### config.mk
export PLATFORM = sky130hd
export DESIGN_NAME = cyc_timer
export DESIGN_NICKNAME = d
export VERILOG_FILES = /design/src/rtl/cyc_timer_pkg.sv /design/src/rtl/cyc_timer_line.sv /design/src/rtl/cyc_timer_launch.sv /design/src/rtl/cyc_timer_latch.sv /design/src/rtl/cyc_timer.sv
export SDC_FILE = /design/constraint.sdc
export NUM_CORES = 1
export LEC_CHECK = 0
export BUFFER_PORTS_ARGS = -buffer_cell sky130_fd_sc_hd__buf_2
export CORE_MARGIN = 1.5
export CORE_UTILIZATION = 45
export CTS_CLUSTER_SIZE = 14
export DETAILED_ROUTE_END_ITERATION = 10
export PLACE_DENSITY = 0.68
export SLEW_MARGIN = 20
export SYNTH_ARGS = -nofsm -noshare
export SYNTH_HDL_FRONTEND = slang
export SYNTH_SLANG_ARGS = --single-unit
### constraint.sdc
create_clock -name clk -period 3.6 [get_ports clk]
set_clock_uncertainty 0.2 [all_clocks]
set_input_delay 0.18 -clock clk [delete_from_list [all_inputs] [get_ports clk]]
set_output_delay 0.18 -clock clk [all_outputs]
set_load 0.02 [all_outputs]
### src/rtl/cyc_timer_pkg.sv
`timescale 1ns/1ps
package cyc_timer_pkg;

    localparam int TICK_NS  = 15;
    localparam int NUM_TAPS = 7;

    // tap indices, ordered by delay
    localparam int TP_15  = 0;
    localparam int TP_30  = 1;
    localparam int TP_45  = 2;
    localparam int TP_60  = 3;
    localparam int TP_75  = 4;
    localparam int TP_90  = 5;
    localparam int TP_150 = 6;

    function automatic int tap_delay_ns(input int idx);
        case (idx)
            TP_15:   return 15;
            TP_30:   return 30;
            TP_45:   return 45;
            TP_60:   return 60;
            TP_75:   return 75;
            TP_90:   return 90;
            default: return 150;
        endcase
    endfunction

    // stage 0 carries the pulse one tick after launch
    function automatic int tap_stage(input int idx);
        return tap_delay_ns(idx) / TICK_NS - 1;
    endfunction

    localparam int LAST_STAGE = tap_stage(NUM_TAPS - 1);
    // one stage past the deepest tap so its edges are visible
    localparam int LINE_DEPTH = LAST_STAGE + 2;

    // latched strobes
    localparam int LT_XFER  = 0;
    localparam int LT_SEQ   = 1;
    localparam int LT_STORE = 2;
    localparam int NUM_LATCH = 3;

    function automatic logic lvl_at(input logic [LINE_DEPTH-1:0] v, input int idx);
        return v[tap_stage(idx)];
    endfunction

    function automatic logic rise_at(input logic [LINE_DEPTH-1:0] v, input int idx);
        return v[tap_stage(idx)] & ~v[tap_stage(idx) + 1];
    endfunction

    function automatic logic fall_at(input logic [LINE_DEPTH-1:0] v, input int idx);
        return ~v[tap_stage(idx)] & v[tap_stage(idx) + 1];
    endfunction

    typedef struct packed {
        logic ucode;
        logic rd;
        logic xset_n;
        logic c60;
        logic dout;
        logic late_n;
        logic xfer;
        logic xfer_n;
        logic seq_n;
        logic fstore;
    } phase_bus_t;

endpackage

### src/rtl/cyc_timer_line.sv
`timescale 1ns/1ps
module cyc_timer_line #(
    parameter int DEPTH = 11
) (
    input  logic             clk,
    input  logic             rst,
    input  logic             src,
    output logic [DEPTH-1:0] stages
);

    always_ff @(posedge clk) begin
        if (rst) begin
            stages <= '0;
        end else begin
            stages <= {stages[DEPTH-2:0], src};
        end
    end

endmodule

### src/rtl/cyc_timer_launch.sv
`timescale 1ns/1ps
module cyc_timer_launch #(
    parameter int PULSE_TICKS = 4
) (
    input  logic clk,
    input  logic rst,
    input  logic run_en,
    input  logic arm_block,
    input  logic arm_release,
    input  logic eoc_close,
    input  logic eoc_reopen,
    output logic launch,
    output logic src
);

    localparam int CW = $clog2(PULSE_TICKS + 1);

    logic [CW-1:0] hold_cnt;
    logic          armed;
    logic          eoc_open;

    assign launch = ~rst & run_en & armed & eoc_open & (hold_cnt == '0);
    assign src    = launch | (hold_cnt != '0);

    always_ff @(posedge clk) begin
        if (rst) begin
            hold_cnt <= '0;
            armed    <= 1'b1;
            eoc_open <= 1'b1;
        end else begin
            if (launch) begin
                hold_cnt <= CW'(PULSE_TICKS - 1);
            end else if (hold_cnt != '0) begin
                hold_cnt <= hold_cnt - CW'(1);
            end

            if (launch || arm_block) begin
                armed <= 1'b0;
            end else if (arm_release) begin
                armed <= 1'b1;
            end

            if (eoc_close) begin
                eoc_open <= 1'b0;
            end else if (eoc_reopen) begin
                eoc_open <= 1'b1;
            end
        end
    end

    AST_NO_BACK_TO_BACK: assert property (@(posedge clk) disable iff (rst)
        launch |=> !launch);

    AST_SRC_AFTER_LAUNCH: assert property (@(posedge clk) disable iff (rst)
        $rose(src) |-> launch);

endmodule

### src/rtl/cyc_timer_latch.sv
`timescale 1ns/1ps
module cyc_timer_latch (
    input  logic clk,
    input  logic rst,
    input  logic set_ev,
    input  logic clr_ev,
    output logic q
);

    always_ff @(posedge clk) begin
        if (rst) begin
            q <= 1'b0;
        end else if (set_ev) begin
            q <= 1'b1;
        end else if (clr_ev) begin
            q <= 1'b0;
        end
    end

endmodule

### src/rtl/cyc_timer.sv
`timescale 1ns/1ps
module cyc_timer
    import cyc_timer_pkg::*;
#(
    parameter int PULSE_TICKS = 4
) (
    input  logic clk,
    input  logic rst,
    input  logic run_en,
    output logic ucode_stb,
    output logic rd_stb,
    output logic xset_n,
    output logic c60_stb,
    output logic dout_stb,
    output logic late_n,
    output logic xfer_stb,
    output logic xfer_stb_n,
    output logic seq_stb_n,
    output logic fstore_stb
);

    generate
        if (PULSE_TICKS < 1 || PULSE_TICKS > 16) begin : g_bad_width
            $error("cyc_timer: PULSE_TICKS must lie in 1..16");
        end
    endgenerate

    logic                  launch;
    logic                  src;
    logic [LINE_DEPTH-1:0] line;
    logic [NUM_LATCH-1:0]  lat_set;
    logic [NUM_LATCH-1:0]  lat_clr;
    logic [NUM_LATCH-1:0]  lat_q;
    phase_bus_t            bus;

    cyc_timer_launch #(
        .PULSE_TICKS (PULSE_TICKS)
    ) u_launch (
        .clk         (clk),
        .rst         (rst),
        .run_en      (run_en),
        .arm_block   (rise_at(line, TP_60)),
        .arm_release (rise_at(line, TP_90)),
        .eoc_close   (rise_at(line, TP_45)),
        .eoc_reopen  (fall_at(line, TP_45)),
        .launch      (launch),
        .src         (src)
    );

    cyc_timer_line #(
        .DEPTH (LINE_DEPTH)
    ) u_line (
        .clk    (clk),
        .rst    (rst),
        .src    (src),
        .stages (line)
    );

    // latch event routing
    always_comb begin
        lat_set[LT_XFER]  = fall_at(line, TP_15);
        lat_clr[LT_XFER]  = fall_at(line, TP_60);
        lat_set[LT_SEQ]   = fall_at(line, TP_30);
        lat_clr[LT_SEQ]   = launch;
        lat_set[LT_STORE] = fall_at(line, TP_45);
        lat_clr[LT_STORE] = fall_at(line, TP_75);
    end

    generate
        for (genvar i = 0; i < NUM_LATCH; i++) begin : g_latch
            cyc_timer_latch u_lat (
                .clk    (clk),
                .rst    (rst),
                .set_ev (lat_set[i]),
                .clr_ev (lat_clr[i]),
                .q      (lat_q[i])
            );
        end
    endgenerate

    always_comb begin
        bus.ucode  = lvl_at(line, TP_15);
        bus.rd     = lvl_at(line, TP_30);
        bus.xset_n = ~(lvl_at(line, TP_15) & lvl_at(line, TP_30));
        bus.c60    = lvl_at(line, TP_60);
        bus.dout   = lvl_at(line, TP_75);
        bus.late_n = ~lvl_at(line, TP_150);
        bus.xfer   = lat_q[LT_XFER];
        bus.xfer_n = ~lat_q[LT_XFER];
        bus.seq_n  = ~lat_q[LT_SEQ];
        bus.fstore = lat_q[LT_STORE];
    end

    assign ucode_stb  = bus.ucode;
    assign rd_stb     = bus.rd;
    assign xset_n     = bus.xset_n;
    assign c60_stb    = bus.c60;
    assign dout_stb   = bus.dout;
    assign late_n     = bus.late_n;
    assign xfer_stb   = bus.xfer;
    assign xfer_stb_n = bus.xfer_n;
    assign seq_stb_n  = bus.seq_n;
    assign fstore_stb = bus.fstore;

    AST_RESET_IDLE: assert property (@(posedge clk)
        rst |=> (!ucode_stb && !xfer_stb && seq_stb_n && !fstore_stb && late_n));

    AST_LAUNCH_CLEAR_OF_T45: assert property (@(posedge clk) disable iff (rst)
        launch |-> !lvl_at(line, TP_45));

    AST_XFER_FROM_T15: assert property (@(posedge clk) disable iff (rst)
        $rose(xfer_stb) |-> ($past(ucode_stb, 2) && !$past(ucode_stb)));

    AST_XFER_CLR_T60: assert property (@(posedge clk) disable iff (rst)
        $fell(xfer_stb) |-> ($past(c60_stb, 2) && !$past(c60_stb)));

    AST_SEQ_FROM_T30: assert property (@(posedge clk) disable iff (rst)
        $fell(seq_stb_n) |-> ($past(rd_stb, 2) && !$past(rd_stb)));

    AST_STORE_INSIDE_XFER: assert property (@(posedge clk) disable iff (rst)
        $rose(fstore_stb) |-> xfer_stb);

    AST_STORE_CLR_T75: assert property (@(posedge clk) disable iff (rst)
        $fell(fstore_stb) |-> ($past(dout_stb, 2) && !$past(dout_stb)));

endmodule

==> results.tsv, run 1 <==
stage	metric	value	unit
floorplanning	die_h	42.5	um
synthesis	syn-num-nets	75	
sta	rsz0062_at_grt	false	
global_routing	grt_max_degree	20	
setup_path	crit_arrival	1310	ps
route	avgViaCountPerCell	4.79	
placement	portBuffers	12	
clock_tree	clockBufferDepth	2	
clock_tree	post_cts_buffers	0	
pwr	peakVddDrop	0.388	mV
route	vias	465	
setup_path	critPathCaptureType	register	
setup_path	r2r_slack	2290	ps
final_layout	area_growth	12.3	%
worst_hold_path	hold_path_class	in2reg	
run	maxCapViolations	0	
clock_tree	clk_pin_slew	100	ps
sta	tightest_slew	316	ps
global_routing	grt_pass1_wl	1770	um
clock_tree	cts-hold-fix-buffers	0	
synthesis	synth_area	702	um^2
route	routedWlPerCell	10.4	um
sta	setup_viol	0	
global_routing	grt_pass1_vias	464	
synthesis	ys_top_cells_by_area	dfxtp_1 51%, ha_1 7.1%, inv_1 5.3%	
synthesis	synth.largest_area_cell	dfxtp_1	
final_layout	nets	90	
clock_tree	worstSkewPairLatency	290	ps
placement	routabilityCongestion	0.676	
sta	fin_tns_setup	0	ps
global_routing	grt-ovfl-total	0	
worst_hold_path	min_delay_path_depth	3	
synthesis	synthDominantCellAreaShare	51.3	%
route	wl	1010	um
floorplanning	core_area	1490	um^2
setup_path	crit_required	3590	ps
route	drt_drc_violations_left	0	
clock_tree	cts_root_buf	clkbuf_4	
setup_path	timing.rr.end	u_launch.eoc_open$_SDFFE_PP1P_	
global_routing	antenna_found_initial	0	
clock_tree	cts.sinks	18	
status	status	finished, final reports clean	
synthesis	synthCells	68	
global_routing	grt_usage	13.3	%
final_layout	antennaDiodeCount	0	
floorplanning	ios	13	
setup_path	rr_startpoint	u_line.stages[3]$_SDFF_PP0_	
pwr	powerDensity	684	nW/um^2
worst_hold_path	hold_end	u_launch.hold_cnt[1]$_SDFFE_PP0P_	
synthesis	syn_avg_cell_area	10.3	um^2
synthesis	ys.warnings.count	0	
floorplanning	die_w	42.5	um
setup_path	criticalPathCategory	reg2reg	
sta	fmax	761	MHz
sta	slew-limit-headroom	79.0	%
worst_hold_path	hold_path.startpoint	run_en	
synthesis	synth_seq_cells	18	
floorplanning	rows	14	
floorplanning	start_util	47.1	%
sta	hold_viol	0	
synthesis	synth_cell_types	20	
sta	finalMaxSlewViolations	0	
route	antenna_left	0	
sta	post-route-min-period	1310	ps
clock_tree	cts_buffers	3	
clock_tree	ctsHtreeMaxLevel	1	
sta	min_period_over_period	36.5	%
clock_tree	post_cts_resized	0	
setup_path	crit_fanout	5	
synthesis	yosysSeqAreaShare	51.3	%
floorplanning	dieArea	1810	um^2
clock_tree	cts_tree	built	
setup_path	worstRegToRegCells	4	
pwr	power.leakage	0.360	nW
setup_path	critPathLaunchType	register	
route	initialDrtViolationCount	5	
placement	dp_hpwl	745	um
final_layout	drive_gt1_share	22.2	%
final_layout	final_util	52.9	%
route	dr.pass1.iters	2	
where the power goes:
group	switching, mW	leakage [nW]	internal (mW)
sequential	0.0245	0.147	0.236
combinational	0.0985	0.199	0.0813
clock	0.0602	0.0138	0.0389
total	0.183	0.360	0.356
worst max-delay path by stage:
stage / endpoint / cells past startpoint / startpoint
2_1_floorplan: u_launch.eoc_open$_SDFFE_PP1P_ / 4 / u_line.stages[3]$_SDFF_PP0_
3_3_place_gp: u_launch.eoc_open$_SDFFE_PP1P_ / 4 / u_line.stages[3]$_SDFF_PP0_
3_5_place_dp: u_launch.eoc_open$_SDFFE_PP1P_ / 4 / u_line.stages[3]$_SDFF_PP0_
4_1_cts: u_launch.eoc_open$_SDFFE_PP1P_ / 4 / u_line.stages[3]$_SDFF_PP0_
5_1_grt: u_launch.eoc_open$_SDFFE_PP1P_ / 4 / u_line.stages[3]$_SDFF_PP0_
6_report: u_launch.eoc_open$_SDFFE_PP1P_ / 4 / u_line.stages[3]$_SDFF_PP0_
Yosys cell counts:
master	number
nand2_1	1
a2bb2oi_1	1
ha_1	4
a31oi_1	1
a21o_1	1
nor2b_1	3
mux2i_1	2
inv_1	10
and2b_1	4
nand4b_4	1
nor2_1	7
o22a_1	1
dfxtp_1	18
a221oi_2	1
a21oi_1	3
nand2b_4	1
o21ai_0	3
nand2b_1	4
buf_2	1
buf_6	1
final cells by class:
class / count / area (um^2)
Clock buffer: 3 / 22.5
Multi-Input combinational cell: 38 / 288
Tap cell: 16 / 20.0
Sequential cell: 18 / 360
Inverter: 10 / 37.5
Timing Repair Buffer: 12 / 60.1
Fill cell: 148 / 701
flip-flops by register name, indices dropped and copies added (netlist names):
| name | flops |
|---|---|
| u_line.stages | 10 |
| u_launch.hold_cnt | 3 |
| u_launch.armed | 1 |
| g_latch.u_lat.q | 3 |
| u_launch.eoc_open | 1 |
placed cells by master, fill, tap and decap left out, types with 2 or more instances in the layout:
| master | n |
|---|---|
| dfxtp_1 | 18 |
| buf_2 | 12 |
| inv_1 | 10 |
| nor2_1 | 7 |
| nand2b_1 | 4 |
| and2b_1 | 4 |
| ha_1 | 4 |
| nor2b_1 | 3 |
| a21oi_1 | 3 |
| o21ai_0 | 3 |
| clkbuf_4 | 3 |
| mux2i_1 | 2 |
layer usage:
layer	vias to the layer above	wire (um)	global-route usage, %
li1	244	-	-
met1	210	483	14.3
met2	9	483	23.1
met3	2	23	3.88
met4	0	19	7.50
met5	-	0	0
critical path: stages (launching register included):
cell and delay (ps):
dfxtp_1 410, inv_1 80, ha_1 300, mux2i_1 170
nand2b_1 60
stage by stage:
stage	total power, mW	hold slack [ps]	std cells	cell area, um^2	worst slack [ps]
finish	0.539	12.7	97	788	2290
global route	0.577	24.0	97	788	2190
CTS	0.547	11.3	97	788	2260
detailed placement	0.449	222	94	766	2280
global placement	0.444	213	94	766	2280
floorplan	0.408	162	68	702	2210
cell families (layout without fill, tap and decap cells):
kind of cell	count (synthesis)	in the layout	share of synthesized area, %
multiplexers	2	2	2.85
adder cells (fa/ha/maj)	4	4	7.13
AO/OA/AOI/OAI	11	11	10.9
flip-flops	18	18	51.3
buffers and inverters	12	25	7.66
AND/OR/NAND/NOR	21	21	20.1
Power figures use the tool's default switching activity.
==> run 2: changes to the inputs <==
--- a/config.mk
+++ b/config.mk
@@ -10,7 +10,7 @@
 export CORE_UTILIZATION = 45
 export CTS_CLUSTER_SIZE = 14
 export DETAILED_ROUTE_END_ITERATION = 10
-export PLACE_DENSITY = 0.68
+export PLACE_DENSITY = 0.7
 export SLEW_MARGIN = 20
 export SYNTH_ARGS = -nofsm -noshare
 export SYNTH_HDL_FRONTEND = slang
==> constraint.sdc (replaced) <==
create_clock -name clk -period 1.2 [get_ports clk]
set_clock_uncertainty 0.2 [all_clocks]
set_input_delay 0.06 -clock clk [delete_from_list [all_inputs] [get_ports clk]]
set_output_delay 0.06 -clock clk [all_outputs]
set_load 0.02 [all_outputs]
==> run 2 against run 1 <==
The flow now finishes with violations (negative setup slack); setup slack worse by 2300 ps; utilization rose by 9.3 points; hold slack improved by 230 ps; routed wire length increased by 12%; final cell count grew 9.3%; clock power grew to 3.7 times the previous value; combinational power rose to 4.2 times the previous value; highest routed layer unchanged.
==> results.tsv, run 2 (synthesis gave the netlist of run 1 again) <==
stage	metric	value	unit	change
final_layout	final_util	62.3	%	+9.3 points
floorplanning	ios	13		unchanged
setup_path	critPathCaptureType	register		
global_routing	grt_usage	14.6	%	+1.3 points
clock_tree	cts_tree	built		
route	initialDrtViolationCount	5		unchanged
clock_tree	cts_root_buf	clkbuf_4		
sta	min_period_over_period	101	%	+65 points
sta	rsz0062_at_grt	true		
route	dr.pass1.iters	4		+2
placement	place_inst	96		+2.1%
sta	setup_viol	3		+3
final_layout	antennaDiodeCount	0		unchanged
sta	whs	243	ps	+231 ps
setup_path	path_buf_inv	1		unchanged
global_routing	grt_pass1_wl	1910	um	+8.2%
worst_hold_path	hold_end	u_line.stages[9]$_SDFF_PP0_		
pwr	peakVddDrop	1.10	mV	+180%
worst_hold_path	hold_path_class	reg2reg		
placement	portBuffers	12		unchanged
floorplanning	dieArea	1810	um^2	unchanged
global_routing	grt_use_met1	17.2	%	+2.8 points
setup_path	worstRegToRegCells	5		+1
final_layout	mostFrequentLayoutCells	15 x dfxtp_1, 11 x buf_2, 7 x inv_1, 5 x nor2_1, 5 x buf_4		
setup_path	crit_fanout	6		+1
setup_path	critPathMaxStageDelay	360	ps	-50 ps
sta	finalMaxSlewViolations	0		unchanged
route	wl	1130	um	+12%
clock_tree	cts_buffers	3		unchanged
status	status	complete, but fails checks		
global_routing	antenna_found_initial	0		unchanged
final_layout	drive_gt1_share	40.0	%	+18 points
placement	dp_hpwl	815	um	+9.4%
final_layout	largest_reg_flops	10		unchanged
final_layout	nets	98		+8.9%
sta	hold_viol	0		unchanged
sta	post-route-min-period	1220	ps	-96.7 ps
clock_tree	ctsHtreeMaxLevel	1		unchanged
final_layout	largest_register	u_line.stages		
placement	routabilityCongestion	0.673		-0.55%
clock_tree	clk_pin_slew	100	ps	about the same
pwr	power.leakage	0.411	nW	+14%
pwr	powerDensity	2090	nW/um^2	+200%
global_routing	busiest_layer	met2		
run	maxCapViolations	0		unchanged
worst_hold_path	min_delay_path_depth	1		-2
global_routing	grtUsageMet2	23.4	%	+0.31 points
pwr	total_power	1.93	mW	+260%
setup_path	cpMaxStageDelayCell	dfxtp_2		
global_routing	grt-ovfl-total	0		unchanged
final_layout	stdcell_count	106		+9.3%
floorplanning	die_h	42.5	um	unchanged
clock_tree	clockBufferDepth	2		unchanged
global_routing	grt_max_degree	19		-5.0%
floorplanning	die_w	42.5	um	unchanged
setup_path	rr_startpoint	u_launch.hold_cnt[0]$_SDFFE_PP0P_		
sta	finalWorstSetupSlack	-17.7	ps	-2300 ps
setup_path	criticalPathCategory	reg2reg		
sta	slew-limit-headroom	87.9	%	+8.9 points
setup_path	timing.rr.end	u_launch.hold_cnt[1]$_SDFFE_PP0P_		
global_routing	use_met3	2.59	%	-1.3 points
worst_hold_path	hold_path.startpoint	u_line.stages[8]$_SDFF_PP0_		
clock_tree	cts.sinks	18		unchanged
setup_path	crit_required	1200	ps	-2390 ps
setup_path	critPathLaunchType	register		
setup_path	crit_arrival	1220	ps	-90 ps
final_layout	layout.cells.most_common	dfxtp_1		
sta	fmax	821	MHz	+7.9%
route	antenna_left	0		unchanged
setup_path	crit_family	flip-flops		
setup_path	r2r_slack	-20	ps	-2300 ps
floorplanning	core_area	1490	um^2	unchanged
sta	tightest_slew	181	ps	-134 ps
floorplanning	rows	14		unchanged
route	avgViaCountPerCell	4.75		-1.0%
final_layout	area_growth	32.1	%	
status	failed_checks	negative setup slack		
setup_path	path_cells	inv_4 -> ha_4 -> nand2b_4 -> nor2_4 -> a221oi_2		
final_layout	top_regs	u_line.stages x10, g_latch.u_lat.q x3, u_launch.hold_cnt x3		
route	routedWlPerCell	10.7	um	+2.7%
clock_tree	worstSkewPairLatency	280	ps	about the same
global_routing	grt_pass1_vias	465		+0.22%
route	vias	503		+8.2%
route	drt_drc_violations_left	0		unchanged
floorplanning	start_util	47.1	%	unchanged
==> run 2: power by group <==
group          internal, mW  switching (mW)
Sequential            0.715          0.0946
Combinational         0.387           0.376
Clock                 0.185           0.177
Total                  1.29           0.647
==> run 2: how the worst max path moves through the flow <==
| stage | slack [ps] | from | end | cells past startpoint |
|---|---|---|---|---|
| 2_1_floorplan | -20 | u_line.stages[3]$_SDFF_PP0_ | u_launch.eoc_open$_SDFFE_PP1P_ | 4 |
| 5_1_grt | -70 | u_launch.hold_cnt[0]$_SDFFE_PP0P_ | u_launch.hold_cnt[1]$_SDFFE_PP0P_ | 5 |
| 4_1_cts | -10 | u_launch.hold_cnt[0]$_SDFFE_PP0P_ | u_launch.hold_cnt[1]$_SDFFE_PP0P_ | 5 |
| 3_5_place_dp | -70 | u_launch.hold_cnt[0]$_SDFFE_PP0P_ | u_launch.hold_cnt[0]$_SDFFE_PP0P_ | 5 |
| 6_report | -20 | u_launch.hold_cnt[0]$_SDFFE_PP0P_ | u_launch.hold_cnt[1]$_SDFFE_PP0P_ | 5 |
| 3_3_place_gp | -20 | u_launch.hold_cnt[0]$_SDFFE_PP0P_ | u_launch.hold_cnt[0]$_SDFFE_PP0P_ | 5 |
==> run 2: layer usage <==
| layer | wire length [um] | part of all wire, % |
|---|---|---|
| met5 | 0 | 0 |
| met4 | 14 | 1.2 |
| met3 | 35 | 3.1 |
| met2 | 549 | 48 |
| met1 | 533 | 47 |
==> run 2: cell type report <==
cell class,count,area [um^2]
clock buffers,4,36.3
fillers,135,562
inverters,10,42.5
multi-input cells,38,327
flip-flops and latches,18,367
well taps,16,20.0
repair buffers,20,135
==> run 2: timing repair <==
item                                    4_1_cts  5_1_grt
endpoints found under the setup margin        6        7
setup buffers                                 3        1
hold buffers                                  2        0
pin swaps                                     3        5
hold endpoints to repair                     13        0
gates resized for setup                       9        5
==> run 2: stage by stage <==
stage | cell area (um^2) | TNS [ps] | worst slack, ps
finish | 927 | -25.9 | -17.7
global placement | 800 | -21.2 | -21.2
global route | 927 | -346 | -69.3
detailed placement | 800 | -174 | -65.3
CTS | 905 | -13.6 | -13.6
floorplan | 721 | -17.6 | -17.6
